<file path="config.mk">
export PLATFORM = sky130hd
export DESIGN_NAME = root_err_collector
export DESIGN_NICKNAME = d
export VERILOG_FILES = /design/src/rtl/rec_pkg.sv /design/src/rtl/rec_flag_logic.sv /design/src/rtl/rec_src_reg.sv /design/src/rtl/rec_irq_ctrl.sv /design/src/rtl/root_err_collector.sv
export SDC_FILE = /design/constraint.sdc
export NUM_CORES = 1
export LEC_CHECK = 0
export BUFFER_PORTS_ARGS = -buffer_cell sky130_fd_sc_hd__buf_2
export CORE_AREA = 10 10 84 86
export DETAILED_ROUTE_END_ITERATION = 16
export DIE_AREA = 0 0 94 96
export PLACE_DENSITY_LB_ADDON = 0.25
export SYNTH_ARGS = -nofsm -noshare
export SYNTH_HDL_FRONTEND = slang
export SYNTH_SLANG_ARGS = --single-unit
</file>
<file path="constraint.sdc">
create_clock -name clk -period 1.4 [get_ports clk]
set_input_delay 0.14 -clock clk [delete_from_list [all_inputs] [get_ports clk]]
set_output_delay 0.14 -clock clk [all_outputs]
set_load 0.02 [all_outputs]
</file>
<file path="src/rtl/rec_pkg.sv">
package rec_pkg;
  localparam int STS_W  = 7;
  localparam int SEV_W  = 3;
  localparam int ST_COR  = 0;
  localparam int ST_MCOR = 1;
  localparam int ST_UNC  = 2;
  localparam int ST_MUNC = 3;
  localparam int ST_FF   = 4;
  localparam int ST_NF   = 5;
  localparam int ST_FAT  = 6;
  localparam int SV_COR = 0;
  localparam int SV_NF  = 1;
  localparam int SV_FAT = 2;
  typedef logic [STS_W-1:0] sts_t;
  typedef logic [SEV_W-1:0] sev_t;

  function automatic logic enabled_cond(sts_t s, sev_t en);
    return (en[SV_COR] & s[ST_COR]) | (en[SV_NF] & s[ST_NF]) |
           (en[SV_FAT] & s[ST_FAT]);
  endfunction
endpackage

</file>
<file path="src/rtl/rec_flag_logic.sv">
module rec_flag_logic
  import rec_pkg::*;
(
  input  sts_t sts_q,
  input  sts_t clr_mask,
  input  logic msg_valid,
  input  sev_t msg_sev,
  output sts_t sts_next,
  output logic cap_cor,
  output logic cap_unc
);
  sts_t base;
  logic ok;

  always_comb begin
    base     = sts_q & ~clr_mask;
    ok       = msg_valid && (msg_sev == 3'b001 || msg_sev == 3'b010 || msg_sev == 3'b100);
    sts_next = base;
    cap_cor  = 1'b0;
    cap_unc  = 1'b0;
    if (ok) begin
      if (msg_sev[SV_COR]) begin
        if (base[ST_COR]) sts_next[ST_MCOR] = 1'b1;
        else              cap_cor = 1'b1;
        sts_next[ST_COR] = 1'b1;
      end
      if (msg_sev[SV_NF]) sts_next[ST_NF] = 1'b1;
      if (msg_sev[SV_FAT]) begin
        if (!base[ST_UNC]) sts_next[ST_FF] = 1'b1;
        sts_next[ST_FAT] = 1'b1;
      end
      if (msg_sev[SV_NF] || msg_sev[SV_FAT]) begin
        if (base[ST_UNC]) sts_next[ST_MUNC] = 1'b1;
        else              cap_unc = 1'b1;
        sts_next[ST_UNC] = 1'b1;
      end
    end
  end
endmodule

</file>
<file path="src/rtl/rec_src_reg.sv">
module rec_src_reg #(
  parameter int W = 16
) (
  input  logic         clk,
  input  logic         rst,
  input  logic         cap,
  input  logic [W-1:0] d,
  output logic [W-1:0] q
);
  always_ff @(posedge clk) begin
    if (rst)      q <= '0;
    else if (cap) q <= d;
  end
endmodule

</file>
<file path="src/rtl/rec_irq_ctrl.sv">
module rec_irq_ctrl
  import rec_pkg::*;
(
  input  logic clk,
  input  logic rst,
  input  logic msi_mode,
  input  sts_t sts_q,
  input  sev_t en_q,
  input  sts_t sts_next,
  input  sev_t en_next,
  output logic intx,
  output logic notify
);
  logic cond_prev, cond_new;

  always_comb begin
    cond_prev = enabled_cond(sts_q, en_q);
    cond_new  = enabled_cond(sts_next, en_next);
  end

  always_ff @(posedge clk) begin
    if (rst) begin
      intx   <= 1'b0;
      notify <= 1'b0;
    end else begin
      intx   <= !msi_mode && cond_new;
      notify <= msi_mode && cond_new && !cond_prev;
    end
  end

  assert_notify_single_R7: assert property (@(posedge clk) disable iff (rst)
    notify |=> !notify);
  assert_msi_no_intx_R8: assert property (@(posedge clk) disable iff (rst)
    msi_mode |=> !intx);
endmodule

</file>
<file path="src/rtl/root_err_collector.sv">
module root_err_collector
  import rec_pkg::*;
#(
  parameter int BUS_W   = 8,
  parameter int DEVFN_W = 8,
  parameter int VEC_W   = 5,
  localparam int SRC_W  = BUS_W + DEVFN_W
) (
  input  logic               clk,
  input  logic               rst,
  input  logic               msg_valid,
  input  logic [2:0]         msg_sev,
  input  logic [BUS_W-1:0]   msg_bus,
  input  logic [DEVFN_W-1:0] msg_devfn,
  input  logic               en_we,
  input  logic [2:0]         en_wdata,
  input  logic               sts_clr,
  input  logic [6:0]         sts_clr_mask,
  input  logic               vec_load,
  input  logic [VEC_W-1:0]   vec_in,
  input  logic               msi_mode,
  output logic [2:0]         root_en,
  output logic [6:0]         root_sts,
  output logic [SRC_W-1:0]   cor_src,
  output logic [SRC_W-1:0]   unc_src,
  output logic [VEC_W-1:0]   vec_num,
  output logic               intx,
  output logic               notify
);
  sts_t sts_q, sts_next, clr_mask;
  sev_t en_q, en_next;
  logic cap_cor, cap_unc;
  logic [SRC_W-1:0] req_id;

  assign clr_mask = sts_clr ? sts_clr_mask : '0;
  assign en_next  = en_we ? en_wdata : en_q;
  assign req_id   = {msg_bus, msg_devfn};

  rec_flag_logic u_flags (
    .sts_q(sts_q), .clr_mask(clr_mask), .msg_valid(msg_valid), .msg_sev(msg_sev),
    .sts_next(sts_next), .cap_cor(cap_cor), .cap_unc(cap_unc)
  );

  for (genvar g = 0; g < 2; g++) begin : g_src
    logic [SRC_W-1:0] q;
    rec_src_reg #(.W(SRC_W)) u_src (
      .clk(clk), .rst(rst), .cap(g == 0 ? cap_cor : cap_unc), .d(req_id), .q(q)
    );
  end
  assign cor_src = g_src[0].q;
  assign unc_src = g_src[1].q;

  rec_irq_ctrl u_irq (
    .clk(clk), .rst(rst), .msi_mode(msi_mode), .sts_q(sts_q), .en_q(en_q),
    .sts_next(sts_next), .en_next(en_next), .intx(intx), .notify(notify)
  );

  always_ff @(posedge clk) begin
    if (rst) begin
      sts_q   <= '0;
      en_q    <= '0;
      vec_num <= '0;
    end else begin
      sts_q <= sts_next;
      en_q  <= en_next;
      if (vec_load) vec_num <= vec_in;
    end
  end

  assign root_en  = en_q;
  assign root_sts = sts_q;

  assert_reset_clear_R1: assert property (@(posedge clk)
    rst |=> (root_en == 3'b000 && root_sts == 7'b0 && !notify));
  assert_multi_cor_R2: assert property (@(posedge clk) disable iff (rst)
    (msg_valid && msg_sev == 3'b001 && root_sts[ST_COR] && !(sts_clr && sts_clr_mask[ST_COR]))
    |=> (root_sts[ST_MCOR] && $stable(cor_src)));
  assert_unc_src_hold_R3: assert property (@(posedge clk) disable iff (rst)
    (root_sts[ST_UNC] && !(sts_clr && sts_clr_mask[ST_UNC])) |=> $stable(unc_src));
  assert_bad_sev_ignored_R6: assert property (@(posedge clk) disable iff (rst)
    (msg_valid && !$onehot(msg_sev) && !sts_clr) |=> ($stable(root_sts) && $stable(cor_src)));
  assert_vec_hold_R9: assert property (@(posedge clk) disable iff (rst)
    !vec_load |=> $stable(vec_num));
endmodule

</file>
==> run summary, run 1 <==
Global-route wire length before repair: 7.40 mm
Max-Cap Viols: 0
Wire per inst: 13.9 µm
CTS tree: yes
Class of the worst hold path: primary input to flip-flop
Routability Congestion: 0.711
Fin. max-slew vios: 0
Unrepaired setup endpoints after global routing: no
I/O pins: 90
# setup viols final: 0
Yosys warning count: 0
CP Capture Type: flip-flop
Area added between synthesis and finish: 35.0%
Mapped Avg Cell Area: 10.5 µm²
Async S/R FF share, synth: 0%
Maximum vdd drop: 552 µV
Skew final: 0.00309 ns
Run status: finished clean
TritonRoute pass-1 iters: 4
CP Class: flip-flop to flip-flop
Antenna Cells: 0
Netlist cell types: 25
# DRC: 0
Initial Util: 33.9%
Top achievable clock speed: 781 MHz
Die X: 94 µm
Slew margin rel.: 78.6%
Core footprint: 5410 µm²
Pleak: 1.15 nW
Row cnt: 27
Critical path launch point type: flip-flop
Inserted Clock Buffers: 5
Crit path max fanout: 3
Cell area after layout: 2470 µm²
H-tree levels: 2
Die Area: 9020 µm²
Vias per cell: 4.39
Clk Latency, worst-skew pair: 0.29 ns
Syn Nets: 215
Number of synthesized flops with an enable pin: 0
Reg2reg setup slack: 0.12 ns
Seq/Total Area, Yosys: 53.6%
Post-layout nets: 307
Port Buf Inserts: 89
Initial antenna violation count: 0
Number of synthesized register bits: 49
Synth Cell Area: 1830 µm²
Maximum clock insertion buffer count: 2
Fill count: 527
Data required time of the worst path: 1.59 ns
Synth Instances: 174
Remaining Overflow, GRT: 0
Detailed-route wire length: 4.70 mm
GR Util All Layers: 10.3%
Share of layout cells above drive strength 1: 41.2%
Hold_ws: 0.0759 ns
Antenna viol nets, final: 0
Die Y: 96 µm
Clk slew on worst S/H paths: 0.09 ns
Primary FF master, synth: dfxtp_1
Number of global-route vias before repair: 1545
Final Cycle Share: 91.5%
Placed Area: 2370 µm²
Power per cell area: 1070 nW/µm²
Initial DRC Count: 18
Crit path DAT: 1.47 ns
Final HPWL DP: 3.72 mm
Pin count of the biggest net entering global routing: 25
CTS root buffer: clkbuf_8
Final hold viol count: 0
Clock tree sinks: 49
Post-cts sizing count: 0
Vias: 1488
Minimum clock period: 1.28 ns
Slew @ Worst Pin: 0.318 ns
## power by group
| part | leakage [nW] | internal (W) | switching [W] | total, W |
|---|---|---|---|---|
| Clock | 0.0445 | 0.000355 | 0.000475 | 0.000830 |
| Combinational | 0.711 | 0.000153 | 0.000198 | 0.000352 |
| Sequential | 0.399 | 0.00144 | 0.0000230 | 0.00146 |
| Total | 1.15 | 0.00195 | 0.000696 | 0.00265 |
## logic make-up (layout without fill, tap and decap cells)
kind of cell	after synthesis	after routing	synth area share, %
simple gates	64	64	15.7
flops	49	49	53.6
mux	40	40	21.9
compound gates	11	11	5.05
buf+inv	9	102	3.35
xor+xnor	1	1	0.478
## routing by layer
layer  share of wire, %  global-route usage, %  vias to the layer above
li1                   -                      -                      771
met1                 41                   11.1                      664
met2                 49                   17.5                       46
met3                8.5                   4.44                        7
met4                1.6                   4.30                        0
met5                  0                      0                        -
## timing repair
item | CTS | global route
buffers inserted | 0 | 0
endpoints found under the hold margin | 0 | 1
hold buffers | 0 | 1
setup endpoints to repair | 0 | 1
## cell usage after synthesis (2+ instances only)
| library cell | n | share of area, % |
|---|---|---|
| or2_2 | 2 | 0.68 |
| dfxtp_1 | 49 | 54 |
| buf_1 | 2 | 0.41 |
| nor2b_1 | 3 | 1.0 |
| clkbuf_1 | 4 | 0.82 |
| a21oi_1 | 2 | 0.55 |
| a22oi_1 | 3 | 1.2 |
| nand2b_1 | 2 | 0.68 |
| nand2_1 | 6 | 1.2 |
| mux2i_1 | 40 | 22 |
| nor2_1 | 47 | 9.6 |
## stage by stage
| stage | TNS (ns) | util, % | worst slack (ns) | cells | total power, W |
|---|---|---|---|---|---|
| after floorplan | -0.0847 | - | -0.00848 | 174 | 0.00170 |
| after global placement | 0 | 43.9 | 0.0887 | 330 | 0.00185 |
| after detailed placement | 0 | 43.9 | 0.0656 | 330 | 0.00185 |
| after CTS | 0 | 45.6 | 0.0893 | 338 | 0.00270 |
| after global routing | 0 | 45.7 | 0.0200 | 339 | 0.00279 |
| final | 0 | 45.7 | 0.119 | 339 | 0.00265 |
## layout make-up
cell class | count | area (µm²) | share of cell area, %
Multi-Input combinational cell | 116 | 800 | 32.3
Clock inverter | 3 | 21.3 | 0.860
Sequential cell | 49 | 982 | 39.7
Tap cell | 72 | 90.1 | 3.64
Clock buffer | 5 | 68.8 | 2.78
Timing Repair Buffer | 94 | 510 | 20.6
## critical path, cell delays in order (launching register included)
cell and delay [ns]:
dfxtp_1 0.33, a21boi_1 0.16, or2_2 0.33, a221oi_2 0.28, nor2_1 0.07
## sequential cells by signal, summed over array words and instances, names as in the netlist
register,flops
g_src.u_src.q,32
root_sts,7
vec_num,5
root_en,3
u_irq.intx,1
u_irq.notify,1
## cells in the final DEF, fill, tap and decap left out, drive strengths merged
master,n
buf,93
nand2,6
nor2,47
and4bb,1
a22oi,3
dfxtp,49
a21oi,2
nand2b,2
nor2b,3
a21bo,1
or2,2
mux2i,40
nand3,1
a211oi,1
a21boi,2
clkbuf,5
o2bb2ai,1
xnor2,1
clkinv,1
nor3,1
inv,1
dlygate4sd3,1
clkinvlp,1
a221oi,1
nand4bb,1
## path summary, 6_finish.rpt
check / start / end / cells after the start
min: vec_in[4] / vec_num[4]$_SDFFE_PP0P_ / 3
max reg2reg: root_sts[0]$_SDFF_PP0_ / u_irq.notify$_SDFF_PP0_ / 4
min reg2reg: root_sts[4]$_SDFF_PP0_ / root_sts[4]$_SDFF_PP0_ / 2
max: root_sts[0]$_SDFF_PP0_ / u_irq.notify$_SDFF_PP0_ / 4
No activity file was read; power rests on OpenSTA's default activity.
==> run 2: changes to the inputs <==
ABC_AREA = 1   (was not set)
CORE_AREA = 10 10 88 90   (was 10 10 84 86)
DIE_AREA = 0 0 98 100   (was 0 0 94 96)
HOLD_SLACK_MARGIN = 0.05   (was not set)
==> run summary, run 2 <==
Setup bufs post-CTS: 0 (unchanged)
Antenna viol nets, final: 0 (unchanged)
CP Class: flip-flop to flip-flop
Final Cycle Share: 82.3% (-9.2 points)
Yosys top cell by area: dfxtp_1
CP endpoint: g_src[0].u_src.q[5]$_SDFFE_PP0P_
Area added between synthesis and finish: 32.4%
Global-route wire length before repair: 9.31 mm (+26%)
CTS tree: yes
Fin. max-slew vios: 0 (unchanged)
Clock tree sinks: 49 (unchanged)
Inserted Clock Buffers: 5 (unchanged)
Primary FF master, synth: dfxtp_1
Final hold viol count: 0 (unchanged)
Clk Latency, worst-skew pair: 0.31 ns (+0.02 ns)
PnR worst setup slack: 0.248 ns (+0.129 ns)
# DRC: 0 (unchanged)
Pleak: 1.41 nW (+22%)
Reg2reg setup slack: 0.25 ns (+0.13 ns)
Unrepaired setup endpoints after global routing: no
Final TNS setup: 0 ns (unchanged)
Top achievable clock speed: 868 MHz (+11%)
Placed insts: 416 (+26%)
Maximum vdd drop: 402 µV (-27%)
Critical path launch point type: flip-flop
Main area contributors after synthesis: dfxtp_1, nor2_1, nand2_1
Syn Nets: 301 (+40%)
Critical Path Start: root_sts[0]$_SDFF_PP0_
Number of synthesized register bits: 49 (unchanged)
Wire per inst: 13.8 µm (-0.68%)
Slew @ Worst Pin: 0.324 ns (+0.00635 ns)
I/O pins: 90 (unchanged)
Final HPWL DP: 4.45 mm (+19%)
Remaining Overflow, GRT: 0 (unchanged)
Mapped Avg Cell Area: 7.92 µm² (-25%)
Commonest non-fill, non-tap cell in the layout: buf_2
Async S/R FF share, synth: 0% (unchanged)
Port Buf Inserts: 89 (unchanged)
Crit path DAT: 1.35 ns (-0.12 ns)
Die Area: 9800 µm² (+8.6%)
Die Y: 100 µm (+4.2%)
Largest register by flop count: g_src.u_src.q
# setup viols final: 0 (unchanged)
GR Util All Layers: 11.4% (+1.1 points)
Core footprint: 6130 µm² (+13%)
Synth cell count leaders: nor2_1, dfxtp_1, nand2_1, a21oi_1, nand3b_1
Skew final: 0.00973 ns (+0.00664 ns)
Clk slew on worst S/H paths: 0.09 ns (about the same)
DP Worst Slack: 0.136 ns (+0.0701 ns)
Routability Congestion: 0.782 (+9.9%)
Number of global-route vias before repair: 1831 (+19%)
Initial Util: 33.6% (-0.30 points)
CP Capture Type: flip-flop
Share of layout cells above drive strength 1: 33.7% (-7.5 points)
TritonRoute pass-1 iters: 4 (unchanged)
Number of synthesized flops with an enable pin: 0 (unchanged)
Detailed-route wire length: 5.88 mm (+25%)
R2r endpoint: g_src[0].u_src.q[5]$_SDFFE_PP0P_
Power per cell area: 1150 nW/µm² (+7.1%)
Max reg flops: 32 (unchanged)
Slew margin rel.: 78.3% (-0.30 points)
Row cnt: 29 (+7.4%)
H-tree levels: 2 (unchanged)
CTS root buffer: clkbuf_8
Maximum clock insertion buffer count: 2 (unchanged)
Die X: 98 µm (+4.3%)
Post-synth top area share: 47.6% (-5.9 points)
Yosys warning count: 0 (unchanged)
Data required time of the worst path: 1.60 ns (about the same)
Count leader, synth: nor2_1
Max-Cap Viols: 0 (unchanged)
Initial antenna violation count: 0 (unchanged)
Vias: 1928 (+30%)
Synth Cell Area: 2060 µm² (+12%)
Reg2Reg Launch Point: root_sts[0]$_SDFF_PP0_
Pin count of the biggest net entering global routing: 35 (+40%)
Netlist cell types: 23 (-8.0%)
Synth Instances: 260 (+49%)
Worst-case reg-to-reg path depth: 5 (+1)
Seq/Total Area, Yosys: 47.6% (-5.9 points)
Antenna Cells: 0 (unchanged)
Vias per cell: 4.52 (+2.9%)
Crit path max fanout: 17 (+14)
Commonest cells after routing, fill and taps aside: buf_2, nor2_1, dfxtp_1, nand2_1, a21oi_1
Class of the worst hold path: primary input to flip-flop
Run status: finished clean
Hold_ws: 0.0667 ns (-0.00915 ns)
Post-layout nets: 390 (+27%)
Minimum clock period: 1.15 ns (-0.129 ns)
Initial DRC Count: 38 (+20)
Finished Layout Cells: 427 (+26%)
run 2: cell types whose count changed in the layout (fill, tap and decap cells not counted), sizes merged, moves of 6 or more:
cell	change
nand2	+37
inv	+14
a21oi	+21
nor3	+15
nor2	+6
nand3b	+16
o21ai	+22
mux2i	-40
run 2: worst min path at each step:
stage	startpoint	endpoint	slack, ns	depth (start not counted)
3_5_place_dp	vec_in[2]	vec_num[2]$_SDFFE_PP0P_	0.37	3
6_report	vec_in[3]	vec_num[3]$_SDFFE_PP0P_	0.07	3
4_1_cts	vec_in[3]	vec_num[3]$_SDFFE_PP0P_	0.07	3
2_1_floorplan	msg_bus[2]	g_src[0].u_src.q[10]$_SDFFE_PP0P_	0.27	2
3_3_place_gp	vec_in[0]	vec_num[0]$_SDFFE_PP0P_	0.36	3
5_1_grt	vec_in[1]	vec_num[1]$_SDFFE_PP0P_	0.07	3
run 2: layout make-up:
cell class / instances / area, µm²
Inverter: 15 / 58.8
Tap cell: 77 / 96.3
Clock inverter: 3 / 65.1
Clock buffer: 5 / 68.8
Timing Repair Buffer: 97 / 538
Fill cell: 666 / 3400
Sequential cell: 49 / 981
Multi-Input combinational cell: 181 / 920
run 2: what timing repair did:
action / CTS / global route
gates resized for setup: 0 / 0
hold endpoints to repair: 3 / 0
hold buffers: 3 / 0
run 2: logic make-up (layout without fill, tap and decap cells):
| group | after synthesis | in the layout | share of synthesized area (%) |
|---|---|---|---|
| simple gates | 133 | 133 | 32.6 |
| flops | 49 | 49 | 47.6 |
| buf+inv | 30 | 120 | 7.72 |
| compound gates | 48 | 48 | 12.0 |
run 2: routing by layer:
layer	track usage [%]	routed length, µm	vias to the layer above
li1	-	-	1018
met1	14.4	2820	857
met2	17.9	2680	47
met3	3.37	298	6
met4	4.03	75	0
met5	0	0	-
run 2: through the flow:
step	total power [W]	util [%]	instance area, µm²
after floorplan	0.00179	-	2060
after global placement	0.00197	41.8	2560
after detailed placement	0.00198	41.8	2560
after CTS	0.00316	44.5	2730
after global routing	0.00327	44.5	2730
final	0.00313	44.5	2730
run 2: report_power, final:
part	switching (W)	leakage [nW]	internal (W)
logic	0.000279	0.943	0.000176
clock network	0.000471	0.0681	0.000709
registers	0.0000335	0.400	0.00146
total	0.000783	1.41	0.00234
run 2: worst max-delay path, stage by stage (launching register included):
cell and delay [ns]:
dfxtp_1 0.41, nand2_4 0.09, inv_4 0.22, nor2_8 0.11
o21ai_0 0.16, nor2_1 0.06
==> run 3: changes to the inputs <==
clock period = 1.16 ns   (was 1.4 ns; I/O delays follow)
==> run summary, run 3 (synthesis gave the netlist of run 2 again) <==
Run status: finished clean
Remaining Overflow, GRT: 0 (unchanged)
Max-Cap Viols: 0 (unchanged)
Critical path launch point type: flip-flop
Reg2reg setup slack: 0.12 ns (-0.13 ns)
I/O pins: 90 (unchanged)
Share of layout cells above drive strength 1: 33.6% (-0.098 points)
DP Worst Slack: 0.0286 ns (-0.107 ns)
Worst-case reg-to-reg path depth: 5 (unchanged)
# setup viols final: 0 (unchanged)
Die X: 98 µm (unchanged)
Commonest cells after routing, fill and taps aside: buf_2, nor2_1, dfxtp_1, nand2_1, a21oi_1
Busiest grt layer: met2
GR Util All Layers: 11.2% (-0.13 points)
Maximum vdd drop: 535 µV (+33%)
Final hold viol count: 0 (unchanged)
Die Area: 9800 µm² (unchanged)
CP Class: flip-flop to flip-flop
H-tree levels: 2 (unchanged)
Pin count of the biggest net entering global routing: 35 (unchanged)
Power per cell area: 1310 nW/µm² (+14%)
Minimum clock period: 1.04 ns (-0.108 ns)
CTS root buffer: clkbuf_8
# DRC: 0 (unchanged)
Slew margin rel.: 82.2% (+3.8 points)
CP Capture Type: flip-flop
Antenna viol nets, final: 0 (unchanged)
M1 GR Usage: 13.6% (-0.81 points)
Core footprint: 6130 µm² (unchanged)
Largest register by flop count: g_src.u_src.q
Class of the worst hold path: primary input to flip-flop
R2r endpoint: g_src[0].u_src.q[3]$_SDFFE_PP0P_
Vias: 1919 (-0.47%)
Initial DRC Count: 45 (+18%)
Hold endpoint: g_src[0].u_src.q[0]$_SDFFE_PP0P_
Fin. max-slew vios: 0 (unchanged)
Area added between synthesis and finish: 34.1%
Fill count: 662 (-0.60%)
Multi-input logic area: 920 µm² (unchanged)
Reg2Reg Launch Point: root_sts[0]$_SDFF_PP0_
Post-layout nets: 394 (+1.0%)
Setup bufs post-CTS: 0 (unchanged)
Commonest non-fill, non-tap cell in the layout: buf_2
Final TNS setup: 0 ns (unchanged)
Detailed-route wire length: 5.84 mm (-0.68%)
Port Buf Inserts: 89 (unchanged)
Max reg flops: 32 (unchanged)
Met3 Use GR: 3.57% (+0.21 points)
CTS tree: yes
Row cnt: 29 (unchanged)
Routing usage on met2: 18.4% (+0.56 points)
Vias per cell: 4.45 (-1.4%)
Pleak: 1.42 nW (+0.86%)
Number of global-route vias before repair: 1879 (+2.6%)
Slew @ Worst Pin: 0.267 ns (-0.0572 ns)
Clk slew on worst S/H paths: 0.09 ns (about the same)
PnR worst setup slack: 0.115 ns (-0.132 ns)
Sequential Area: 981 µm² (unchanged)
Wire per inst: 13.5 µm (-1.6%)
Initial Util: 33.6% (unchanged)
Unrepaired setup endpoints after global routing: no
Crit path max fanout: 17 (unchanged)
Inserted Clock Buffers: 5 (unchanged)
Global-route wire length before repair: 9.17 mm (-1.5%)
Skew final: 0.00290 ns (-0.00683 ns)
TritonRoute pass-1 iters: 4 (unchanged)
Clk Latency, worst-skew pair: 0.29 ns (-0.02 ns)
Clock tree sinks: 49 (unchanged)
Routability Congestion: 0.813 (+4.0%)
Data required time of the worst path: 1.40 ns (-0.20 ns)
Die Y: 100 µm (unchanged)
Antenna Cells: 0 (unchanged)
Final Cycle Share: 90.0% (+7.8 points)
Crit path DAT: 1.28 ns (-0.07 ns)
Hold Crit Start: msg_devfn[0]
Hold depth: 3 (unchanged)
Final HPWL DP: 4.46 mm (+0.22%)
Maximum clock insertion buffer count: 2 (unchanged)
Top achievable clock speed: 957 MHz (+10%)
Initial antenna violation count: 0 (unchanged)
## run 3: changes by cell type in the layout (fill, tap and decap cells not counted), sizes merged
cell,change
buf,+2
bufinv,-1
clkbuf,+2
clkinv,-1
dlygate4sd3,+2
## run 3: layout make-up
| type | count | share of cell area, % |
|---|---|---|
| well taps | 77 | 3.49 |
| clock buffers | 7 | 3.12 |
| clock inverters | 1 | 1.09 |
| inverters | 15 | 2.31 |
| multi-input cells | 181 | 33.3 |
| flip-flops and latches | 49 | 35.5 |
| repair buffers | 101 | 21.2 |
## run 3: timing repair
action / in CTS / in global routing
setup endpoints to repair: 0 / 13
hold buffers: 5 / 0
resized for setup: 0 / 3
endpoints found under the hold margin: 5 / 0
## run 3: where the power goes
| part | switching, W | internal [W] | leakage [nW] | total, W |
|---|---|---|---|---|
| logic | 0.000338 | 0.000223 | 0.965 | 0.000561 |
| registers | 0.0000394 | 0.00176 | 0.400 | 0.00180 |
| clock network | 0.000543 | 0.000703 | 0.0585 | 0.00125 |
| total | 0.000921 | 0.00269 | 1.42 | 0.00361 |
## run 3: per-stage QoR
| step | area (µm²) | util [%] | power [W] | hold slack (ns) | instances |
|---|---|---|---|---|---|
| 6_report | 2760 | 45.1 | 0.00361 | 0.0804 | 431 |
| 4_1_cts | 2760 | 45.0 | 0.00366 | 0.0687 | 431 |
| 3_5_place_dp | 2590 | 42.3 | 0.00239 | 0.348 | 418 |
| 3_3_place_gp | 2590 | 42.3 | 0.00239 | 0.340 | 418 |
| 5_1_grt | 2760 | 45.1 | 0.00379 | 0.0712 | 431 |
| 2_1_floorplan | 2060 | - | 0.00216 | 0.247 | 260 |
## run 3: routing by layer
metal	vias to the layer above	wire length, µm
li1	1033	-
met1	828	2730
met2	51	2710
met3	7	331
met4	0	68
met5	-	0
## run 3: critical path, cell delays in order, from the launching register on
cell and delay (ns):
dfxtp_1 0.35, nand2_4 0.11, inv_8 0.08, nor2_8 0.23
o21ai_0 0.11, nor2_1 0.10
## run 3: worst max path at each step
stage                     slack (ns)                                 to  depth (start not counted)                    from
after floorplan                 0.03  g_src[0].u_src.q[10]$_SDFFE_PP0P_                          6  root_sts[0]$_SDFF_PP0_
after global placement          0.04            u_irq.notify$_SDFF_PP0_                          9              msg_sev[1]
after detailed placement        0.03            u_irq.notify$_SDFF_PP0_                          9              msg_sev[1]
after CTS                       0.03   g_src[0].u_src.q[4]$_SDFFE_PP0P_                          5  root_sts[0]$_SDFF_PP0_
after global routing           0.009   g_src[0].u_src.q[5]$_SDFFE_PP0P_                          5  root_sts[0]$_SDFF_PP0_
final                           0.12   g_src[0].u_src.q[3]$_SDFFE_PP0P_                          5  root_sts[0]$_SDFF_PP0_
